--- src/rtl/irq_regwin_pkg.sv ---
package irq_regwin_pkg;

    localparam int unsigned BIT_BUSY = 12;
    localparam int unsigned BIT_RACK = 14;
    localparam int unsigned BIT_TRIG = 15;

    localparam logic [7:0] OFF_SEL = 8'h00;
    localparam logic [7:0] OFF_WIN = 8'h10;
    localparam logic [7:0] OFF_EOI = 8'h40;

    localparam logic [7:0] IDX_ID  = 8'h00;
    localparam logic [7:0] IDX_VER = 8'h01;
    localparam logic [7:0] IDX_ARB = 8'h02;

    localparam logic [2:0]  WORD_SIZE = 3'd4;
    localparam logic [63:0] ENTRY_RST = 64'h0000_0000_0001_0000;

    typedef enum logic [1:0] {
        ACC_NONE,
        ACC_SEL,
        ACC_WIN,
        ACC_EOI
    } acc_kind_e;

endpackage

--- src/rtl/irq_regwin_decode.sv ---
module irq_regwin_decode
    import irq_regwin_pkg::*;
#(
    parameter int unsigned NPINS    = 24,
    parameter logic [7:0]  TBL_BASE = 8'h10,
    parameter int unsigned IDX_W    = 5
) (
    input  logic [7:0]       off,
    input  logic [2:0]       size,
    input  logic [7:0]       sel,
    output acc_kind_e        kind,
    output logic             full_word,
    output logic             tbl_hit,
    output logic [IDX_W-1:0] tbl_num,
    output logic             tbl_hi
);

    localparam logic [8:0] NP9 = 9'(NPINS);

    logic [8:0] rel;
    logic [8:0] rel_entry;

    always_comb begin
        case (off)
            OFF_SEL: kind = ACC_SEL;
            OFF_WIN: kind = ACC_WIN;
            OFF_EOI: kind = ACC_EOI;
            default: kind = ACC_NONE;
        endcase
    end

    assign full_word = (size == WORD_SIZE);
    assign rel       = {1'b0, sel} - {1'b0, TBL_BASE};
    assign rel_entry = rel >> 1;
    assign tbl_hit   = (sel >= TBL_BASE) && (rel_entry < NP9);
    assign tbl_num   = rel_entry[IDX_W-1:0];
    assign tbl_hi    = sel[0];

endmodule

--- src/rtl/irq_regwin_entry.sv ---
module irq_regwin_entry
    import irq_regwin_pkg::*;
(
    input  logic        clk,
    input  logic        rst_n,
    input  logic        wr_en,
    input  logic        wr_hi,
    input  logic [31:0] wdata,
    input  logic        busy_in,
    input  logic        rack_set,
    input  logic        rack_clr,
    output logic [63:0] entry_d,
    output logic [63:0] entry_q
);

    logic rack_d;

    always_comb begin
        entry_d = entry_q;
        if (wr_en) begin
            if (wr_hi) begin
                entry_d[63:32] = wdata;
            end else begin
                entry_d[31:0] = wdata;
            end
        end
        entry_d[BIT_BUSY] = busy_in;
        rack_d = rack_set | (entry_q[BIT_RACK] & ~rack_clr);
        if (wr_en && !entry_d[BIT_TRIG]) begin
            rack_d = 1'b0;
        end
        entry_d[BIT_RACK] = rack_d;
    end

    always_ff @(posedge clk) begin
        if (!rst_n) begin
            entry_q <= ENTRY_RST;
        end else begin
            entry_q <= entry_d;
        end
    end

endmodule

--- src/rtl/irq_regwin.sv ---
module irq_regwin
    import irq_regwin_pkg::*;
#(
    parameter int unsigned ADDR_W   = 12,
    parameter int unsigned NPINS    = 24,
    parameter logic [7:0]  VERSION  = 8'h20,
    parameter logic [7:0]  TBL_BASE = 8'h10,
    localparam int unsigned IDX_W   = (NPINS > 1) ? $clog2(NPINS) : 1
) (
    input  logic              clk,
    input  logic              rst_n,
    input  logic              acc_valid,
    input  logic              acc_write,
    input  logic [ADDR_W-1:0] acc_addr,
    input  logic [2:0]        acc_size,
    input  logic [31:0]       acc_wdata,
    output logic              rd_valid,
    output logic [31:0]       rd_data,
    output logic              tbl_we,
    output logic [IDX_W-1:0]  tbl_idx,
    output logic [63:0]       tbl_entry,
    output logic              svc_req,
    output logic              eoi_valid,
    output logic [7:0]        eoi_vector,
    input  logic [NPINS-1:0]  eng_busy,
    input  logic [NPINS-1:0]  eng_rack_set,
    input  logic [NPINS-1:0]  eng_rack_clr
);

    localparam logic [31:0] VER_WORD = {8'h00, 8'(NPINS - 1), 8'h00, VERSION};
    localparam logic        EOI_OK   = (VERSION == 8'h20);

    typedef struct packed {
        logic [7:0]       sel;
        logic [3:0]       id;
        logic             rd_valid;
        logic [31:0]      rd_data;
        logic             tbl_we;
        logic [IDX_W-1:0] tbl_idx;
        logic [63:0]      tbl_entry;
        logic             svc;
        logic             eoi_valid;
        logic [7:0]       eoi_vec;
    } state_t;

    state_t s_d, s_q;

    acc_kind_e        kind;
    logic             full_word;
    logic             tbl_hit;
    logic [IDX_W-1:0] tbl_num;
    logic             tbl_hi;
    logic             win_wr;
    logic             tbl_wr;
    logic [NPINS-1:0] ent_wr;
    logic [63:0]      ent_d [NPINS];
    logic [63:0]      ent_q [NPINS];

    logic unused_addr_hi;
    assign unused_addr_hi = ^acc_addr[ADDR_W-1:8];

    irq_regwin_decode #(
        .NPINS    (NPINS),
        .TBL_BASE (TBL_BASE),
        .IDX_W    (IDX_W)
    ) u_dec (
        .off       (acc_addr[7:0]),
        .size      (acc_size),
        .sel       (s_q.sel),
        .kind      (kind),
        .full_word (full_word),
        .tbl_hit   (tbl_hit),
        .tbl_num   (tbl_num),
        .tbl_hi    (tbl_hi)
    );

    assign win_wr = acc_valid && acc_write && (kind == ACC_WIN) && full_word;
    assign tbl_wr = win_wr && tbl_hit;

    for (genvar i = 0; i < NPINS; i++) begin : g_ent
        assign ent_wr[i] = tbl_wr && (tbl_num == IDX_W'(i));
        irq_regwin_entry u_ent (
            .clk      (clk),
            .rst_n    (rst_n),
            .wr_en    (ent_wr[i]),
            .wr_hi    (tbl_hi),
            .wdata    (acc_wdata),
            .busy_in  (eng_busy[i]),
            .rack_set (eng_rack_set[i]),
            .rack_clr (eng_rack_clr[i]),
            .entry_d  (ent_d[i]),
            .entry_q  (ent_q[i])
        );
    end

    always_comb begin
        s_d           = s_q;
        s_d.rd_valid  = 1'b0;
        s_d.rd_data   = '0;
        s_d.tbl_we    = 1'b0;
        s_d.svc       = 1'b0;
        s_d.eoi_valid = 1'b0;

        if (acc_valid && !acc_write) begin
            s_d.rd_valid = 1'b1;
            case (kind)
                ACC_SEL: s_d.rd_data = {24'h0, s_q.sel};
                ACC_WIN: begin
                    if (full_word) begin
                        if (s_q.sel == IDX_ID || s_q.sel == IDX_ARB) begin
                            s_d.rd_data = {4'h0, s_q.id, 24'h0};
                        end else if (s_q.sel == IDX_VER) begin
                            s_d.rd_data = VER_WORD;
                        end else if (tbl_hit) begin
                            s_d.rd_data = tbl_hi ? ent_q[tbl_num][63:32]
                                                 : ent_q[tbl_num][31:0];
                        end
                    end
                end
                default: s_d.rd_data = '0;
            endcase
        end

        if (acc_valid && acc_write) begin
            case (kind)
                ACC_SEL: s_d.sel = acc_wdata[7:0];
                ACC_WIN: begin
                    if (full_word) begin
                        if (s_q.sel == IDX_ID) begin
                            s_d.id = acc_wdata[27:24];
                        end else if (tbl_hit) begin
                            s_d.tbl_we    = 1'b1;
                            s_d.svc       = 1'b1;
                            s_d.tbl_idx   = tbl_num;
                            s_d.tbl_entry = ent_d[tbl_num];
                        end
                    end
                end
                ACC_EOI: begin
                    if (full_word && EOI_OK) begin
                        s_d.eoi_valid = 1'b1;
                        s_d.eoi_vec   = acc_wdata[7:0];
                    end
                end
                default: ;
            endcase
        end
    end

    always_ff @(posedge clk) begin
        if (!rst_n) begin
            s_q <= '0;
        end else begin
            s_q <= s_d;
        end
    end

    assign rd_valid   = s_q.rd_valid;
    assign rd_data    = s_q.rd_data;
    assign tbl_we     = s_q.tbl_we;
    assign tbl_idx    = s_q.tbl_idx;
    assign tbl_entry  = s_q.tbl_entry;
    assign svc_req    = s_q.svc;
    assign eoi_valid  = s_q.eoi_valid;
    assign eoi_vector = s_q.eoi_vec;

endmodule

--- config.mk ---
export PLATFORM = sky130hd
export DESIGN_NAME = irq_regwin
export DESIGN_NICKNAME = d
export VERILOG_FILES = /design/src/rtl/irq_regwin_pkg.sv /design/src/rtl/irq_regwin_decode.sv /design/src/rtl/irq_regwin_entry.sv /design/src/rtl/irq_regwin.sv
export SDC_FILE = /design/constraint.sdc
export NUM_CORES = 2
export LEC_CHECK = 0
export BUFFER_PORTS_ARGS = -buffer_cell sky130_fd_sc_hd__buf_2
export CAP_MARGIN = 15
export CORE_MARGIN = 2
export CORE_UTILIZATION = 60
export DETAILED_ROUTE_END_ITERATION = 16
export MAX_ROUTING_LAYER = met4
export PLACE_DENSITY = 0.77
export SYNTH_ARGS = -nofsm -noshare
export SYNTH_HDL_FRONTEND = slang
export SYNTH_HIERARCHICAL = 1
export SYNTH_SLANG_ARGS = --single-unit
--- constraint.sdc ---
create_clock -name clk -period 12 [get_ports clk]
set_input_delay 0.6 -clock clk [delete_from_list [all_inputs] [get_ports clk]]
set_output_delay 0.6 -clock clk [all_outputs]
set_load 0.02 [all_outputs]
# Word level (Yosys, flattened, before mapping)
# Index checks and enable logic that the tools add are counted.
[classes]
n_reduce_logical = 90
eq_ne = 31
mux = 112
bitwise = 78
order_cmp = 3
add_sub_neg = 1
[op_table]
columns = ["op", "count"]
rows = [
  ["2-to-1 mux 64 bit", 28],
  ["2-to-1 mux 32 bit", 53],
  ["binary-select mux 64 bit (select 5 bit)", 2],
  ["2-to-1 mux 71 bit", 1],
  ["one-hot mux 32 bit (2 select lines)", 1],
  ["logical AND 1 bit", 54],
  ["equality test 5 x 4 -> 1 bit, second input constant", 8],
  ["equality test 5 bit, second input constant", 8],
  ["2-to-1 mux 33 bit", 1],
  ["NOT 1 bit", 29],
  ["logical NOT 1 bit", 25],
  ["AND 1 bit", 24],
  ["2-to-1 mux 1 bit", 24],
  ["bitwise OR 1 bit", 24],
  ["equality test 5 x 3 -> 1 bit, second input constant", 4],
  ["logical NOT 8 bit", 2],
  ["equality test 5 x 2 -> 1 bit, second input constant", 2],
  ["2-to-1 mux 9 bit", 1],
  ["subtractor 8 x 5 -> 9 bit, second input constant", 1],
  ["equality test 8 x 1 -> 1 bit, second input constant", 1],
  ["equality test 8 x 2 -> 1 bit, second input constant", 1],
  ["equality test 8 x 5 -> 1 bit, second input constant", 1],
  ["equality test 8 x 7 -> 1 bit, second input constant", 1],
  [">= comparator 8 x 5 -> 1 bit, second input constant", 1],
  ["other kinds (15)", 18],
]
[word_totals]
register_bits = 1661
wordCells = 349
input_bits = 123
output_inout_bits = 113

# Logic depth before layout (Yosys ltp)
[logic_depth]
ltp_word = 15
mapped_depth = 18
ltp_nobuf = 17

# Hierarchy
# The synthesis kept the hierarchy.
[modules_own_cells]
columns = ["module", "instances", "area_each_um2", "cells_each", "seq_area_each_um2"]
rows = [
  ["irq_regwin_entry", 24, 2563.7, 212, 1281.2],
  ["irq_regwin", 1, 29627.2, 2257, 2482.4],
  ["irq_regwin_decode", 1, 132.6, 21, 0.0],
]

# Worst setup path after synthesis
# No wires, ideal clock.
[synth_path]
path_type = "input-to-reg"
startpoint = "input port acc_addr[5]"
endpoint = "register s_q (netlist bit tbl_entry[55])"
path_slack_ns = 7.918
arrival_time_ns = 3.960
n_path_buf = 1
path_stages = 16
required_time_ns = 11.878
path_cell_list = "nor4_1 -> nand2_1 -> nor2_1 -> ha_1 -> and2_1 -> nand4_1 -> inv_1 -> nand3_1 -> nor2_1 -> nand2_4 -> buf_6 -> mux2_4 -> mux4_2 -> mux4_2 -> a21oi_1 -> a21oi_1"
[synth_lines]
columns = ["element", "line_no", "source"]
rows = [
  ["start, declared", "irq_regwin.sv:14", "input logic [ADDR_W-1:0] acc_addr,"],
  ["end signal, assigned", "irq_regwin.sv:152", "s_q <= '0;"],
  ["end signal, assigned", "irq_regwin.sv:154", "s_q <= s_d;"],
  ["end, declared", "irq_regwin.sv:46", "state_t s_d, s_q;"],
]

==> qor.yml <==
status: "finished clean"
rsz0062_at_grt: "false"
slew_viol_final: 0
post-route-util: 0.637
placed_cells: 8934
ys_async_sr_fraction: 0
cts-htree-levels: 4
fmax_mhz: 128
worst_slack_ns: 4.19
ant_nets: 0
core_area_um2: 152000
fin_crit_sh: 0.651
clk_latency_ns: 0.82
finalCriticalPeriod_ns: 7.81
vias_per_cell: 6.52
cts.sinks: 1660
skew_ns: 0.0194
grt_pass1_wl_um: 394000
cpMostUsedCell: "nor2_1"
setup_viol_count_final: 0
post_drt_wl_per_cell_um: 28.6
die_w_um: 394
drt_iter0_drc: 6796
synth_compound_area_frac: 0.0310
dp_hpwl_um: 156000
seq_area_frac_synth: 0.364
layout_common_cells: "1656 x dfxtp_1, 1493 x and2_1, 1388 x mux2_2"
synth_edf_count: 0
max_stage_delay_ns: 1.04
netlist.top_cell.by_area: "dfxtp_1"
fp.dieH_um: 394
finish.net_count: 7228
worst_slew_pin_slew_ns: 1.27
gp_congestion: 0.933
netlist_top_cells_area: "dfxtp_1 36%, mux4_2 21%, mux2_2 17%, and2_1 10%, mux2i_1 2.5%"
antenna_found_initial: 17
ys_types: 65
fin_hold_ws_ns: 0.154
netlist_area_um2: 91300
startpoint_type: "flop"
hold_violations: 0
dieArea_um2: 155000
grt_max_degree: 283
critPathCaptureType: "flop"
fillers: 11300
port_buffers: 231
preCtsSetupSlack_ns: 4.96
tritoncts: "built"
overflow: 0
top_level_ports: 236
synth_nets: 7493
cp_data_required_time_ns: 12.65
synth-adder-area-share: 0.000548
syn_area_per_cell_um2: 12.4
cts_root_buf: "clkbuf_16"
cp_slowest_cell: "nor2_1"
cts_buffers: 170
synth-main-ff-cell: "dfxtp_1"
drc_errors: 0
crit_family: "simple AND/OR/NAND/NOR gates"
num_rows: 143
powerDensity_nw_per_um2: 116
crit_chain: "inv_8, ha_1, a21oi_1, o31a_1, o21ai_2, nand4_1, nor2_1, nand2_1, nor2_1, nand2b_4, mux2_2, mux4_2, mux4_2, o22ai_1, nor2_1"
leakagePower_nw: 38.9
vias: 60400
yosys.area_share.simple: 0.124
syn2layout_area_growth_pct: 5.76
grt_pass1_vias: 61000
cts_resized: 0
hold_path.class: "primary input to flop"
grt.total_usage: 0.346
synth_xor_area_frac: 0.0000959
drt_wl_total_um: 265000
yosys_warnings: 6
path_buf_inv: 1
path_class: "flop to flop"
slew_headroom: 0.151
fin_cells: 9275
mostFrequentLayoutCell: "dfxtp_1"
initial_core_util: 0.602
worstPathMaxFanout: 63
clkTransAtPathRegs_ns: 0.06
maxCapViolations: 0
worstPathArrival_ns: 8.47
irDropWorstVdd_mv: 0.112
yosys_register_bits: 1660
yosysTopAreaCellShare: 0.364
synth_top_family_by_area: "multiplexers"
final.setup.tns_ns: 0
clockBufferDepth: 3
final_layout_size_suffix_gt1_frac: 0.412
synth.area.mux_share: 0.422
synthCells: 7366
drtPass1Iterations: 8
[kinds of logic after synthesis]
kind of cell    after synthesis
simple gates               1832
xor+xnor                      1
mux                        2569
compound gates              475
flops                      1660
buf+inv                     825
fa+ha+maj                     4
[path summary, 6_finish.rpt]
check / start / endpoint / slack [ns] / depth (start not counted)
worst min-delay path: eng_rack_set[23] / g_ent[23].u_ent/entry_q[14] / 0.15 / 3
worst min register to register: eoi_vector[2] / eoi_vector[2] / 0.46 / 2
worst max register to register: s_q[121] / tbl_entry[30] / 4.19 / 15
worst max-delay path: s_q[121] / tbl_entry[30] / 4.19 / 15
[cell usage after synthesis (all sizes together), types with 2 or more instances]
cell type / n
mux2: 1508
nor4: 4
dfxtp: 1660
a221oi: 5
buf: 482
o211ai: 6
o311a: 2
o22ai: 85
or2: 27
and4: 2
mux2i: 227
o21ai: 174
nand2: 90
nor3: 5
a221o: 2
a211oi: 28
a2111oi: 2
inv: 58
nor2: 112
nand2b: 33
a21oi: 112
o311ai: 3
nand3: 16
and2: 1493
o221ai: 13
nor3b: 17
or3: 2
a22o: 4
nor2b: 19
a2bb2oi: 2
a22oi: 8
a21boi: 13
or4: 3
nand4: 5
clkbuf: 284
mux4: 834
nand3b: 2
a31oi: 8
a32oi: 3
ha: 4
[metrics by stage]
step	area [µm²]	total power [mW]
after floorplan	91300	5.75
after CTS	96500	11.2
after global routing	96500	11.5
after global placement	90600	5.88
after detailed placement	90600	5.88
final	96500	11.2
[registers in the layout, indices dropped and copies added, names as in the netlist]
register and count:
rd_valid 1, s_q 12, tbl_idx 5, eoi_vector 8, rd_data 32, tbl_we 1
tbl_entry 64, eoi_valid 1, g_ent.u_ent/entry_q 1536
[report_power, final]
group          internal, mW  leakage [nW]  switching (mW)  total (mW)
Clock                  3.17          2.81            2.24        5.42
Combinational        0.0549          22.7           0.190       0.245
Sequential             5.52          13.4         0.00507        5.52
[metal layers]
metal / global-route usage / part of all wire
met1: 0.434 / 0.39
met2: 0.521 / 0.45
met3: 0.0776 / 0.094
met4: 0.189 / 0.062
met5: - / 0
[worst reg2reg max path: cells and delay by family (launching register included)]
kind	cells	cell delay (ns)
muxes	3	1.54
AOI/OAI and AO/OA	4	1.67
buffers and inverters	1	0.33
adders and majority gates	1	0.52
DFF	1	0.63
and+or+nand+nor	6	2.98
[what timing repair did]
action | 4_1_cts | 5_1_grt
buffers inserted | 0 | 0
hold endpoints to repair | 24 | 0
hold buffers | 24 | 0
[cell type report]
cell class | instances | area [µm²] | share of cell area
well taps | 2030 | 2540 | 0.0263
repair buffers | 329 | 2080 | 0.0216
flip-flops and latches | 1660 | 33200 | 0.344
clock inverters | 35 | 384 | 0.00398
inverters | 59 | 231 | 0.00240
diodes | 12 | 30.0 | 0.000311
multi-input cells | 4881 | 52700 | 0.546
clock buffers | 269 | 5290 | 0.0547
No activity file was read; power rests on OpenSTA's default activity.
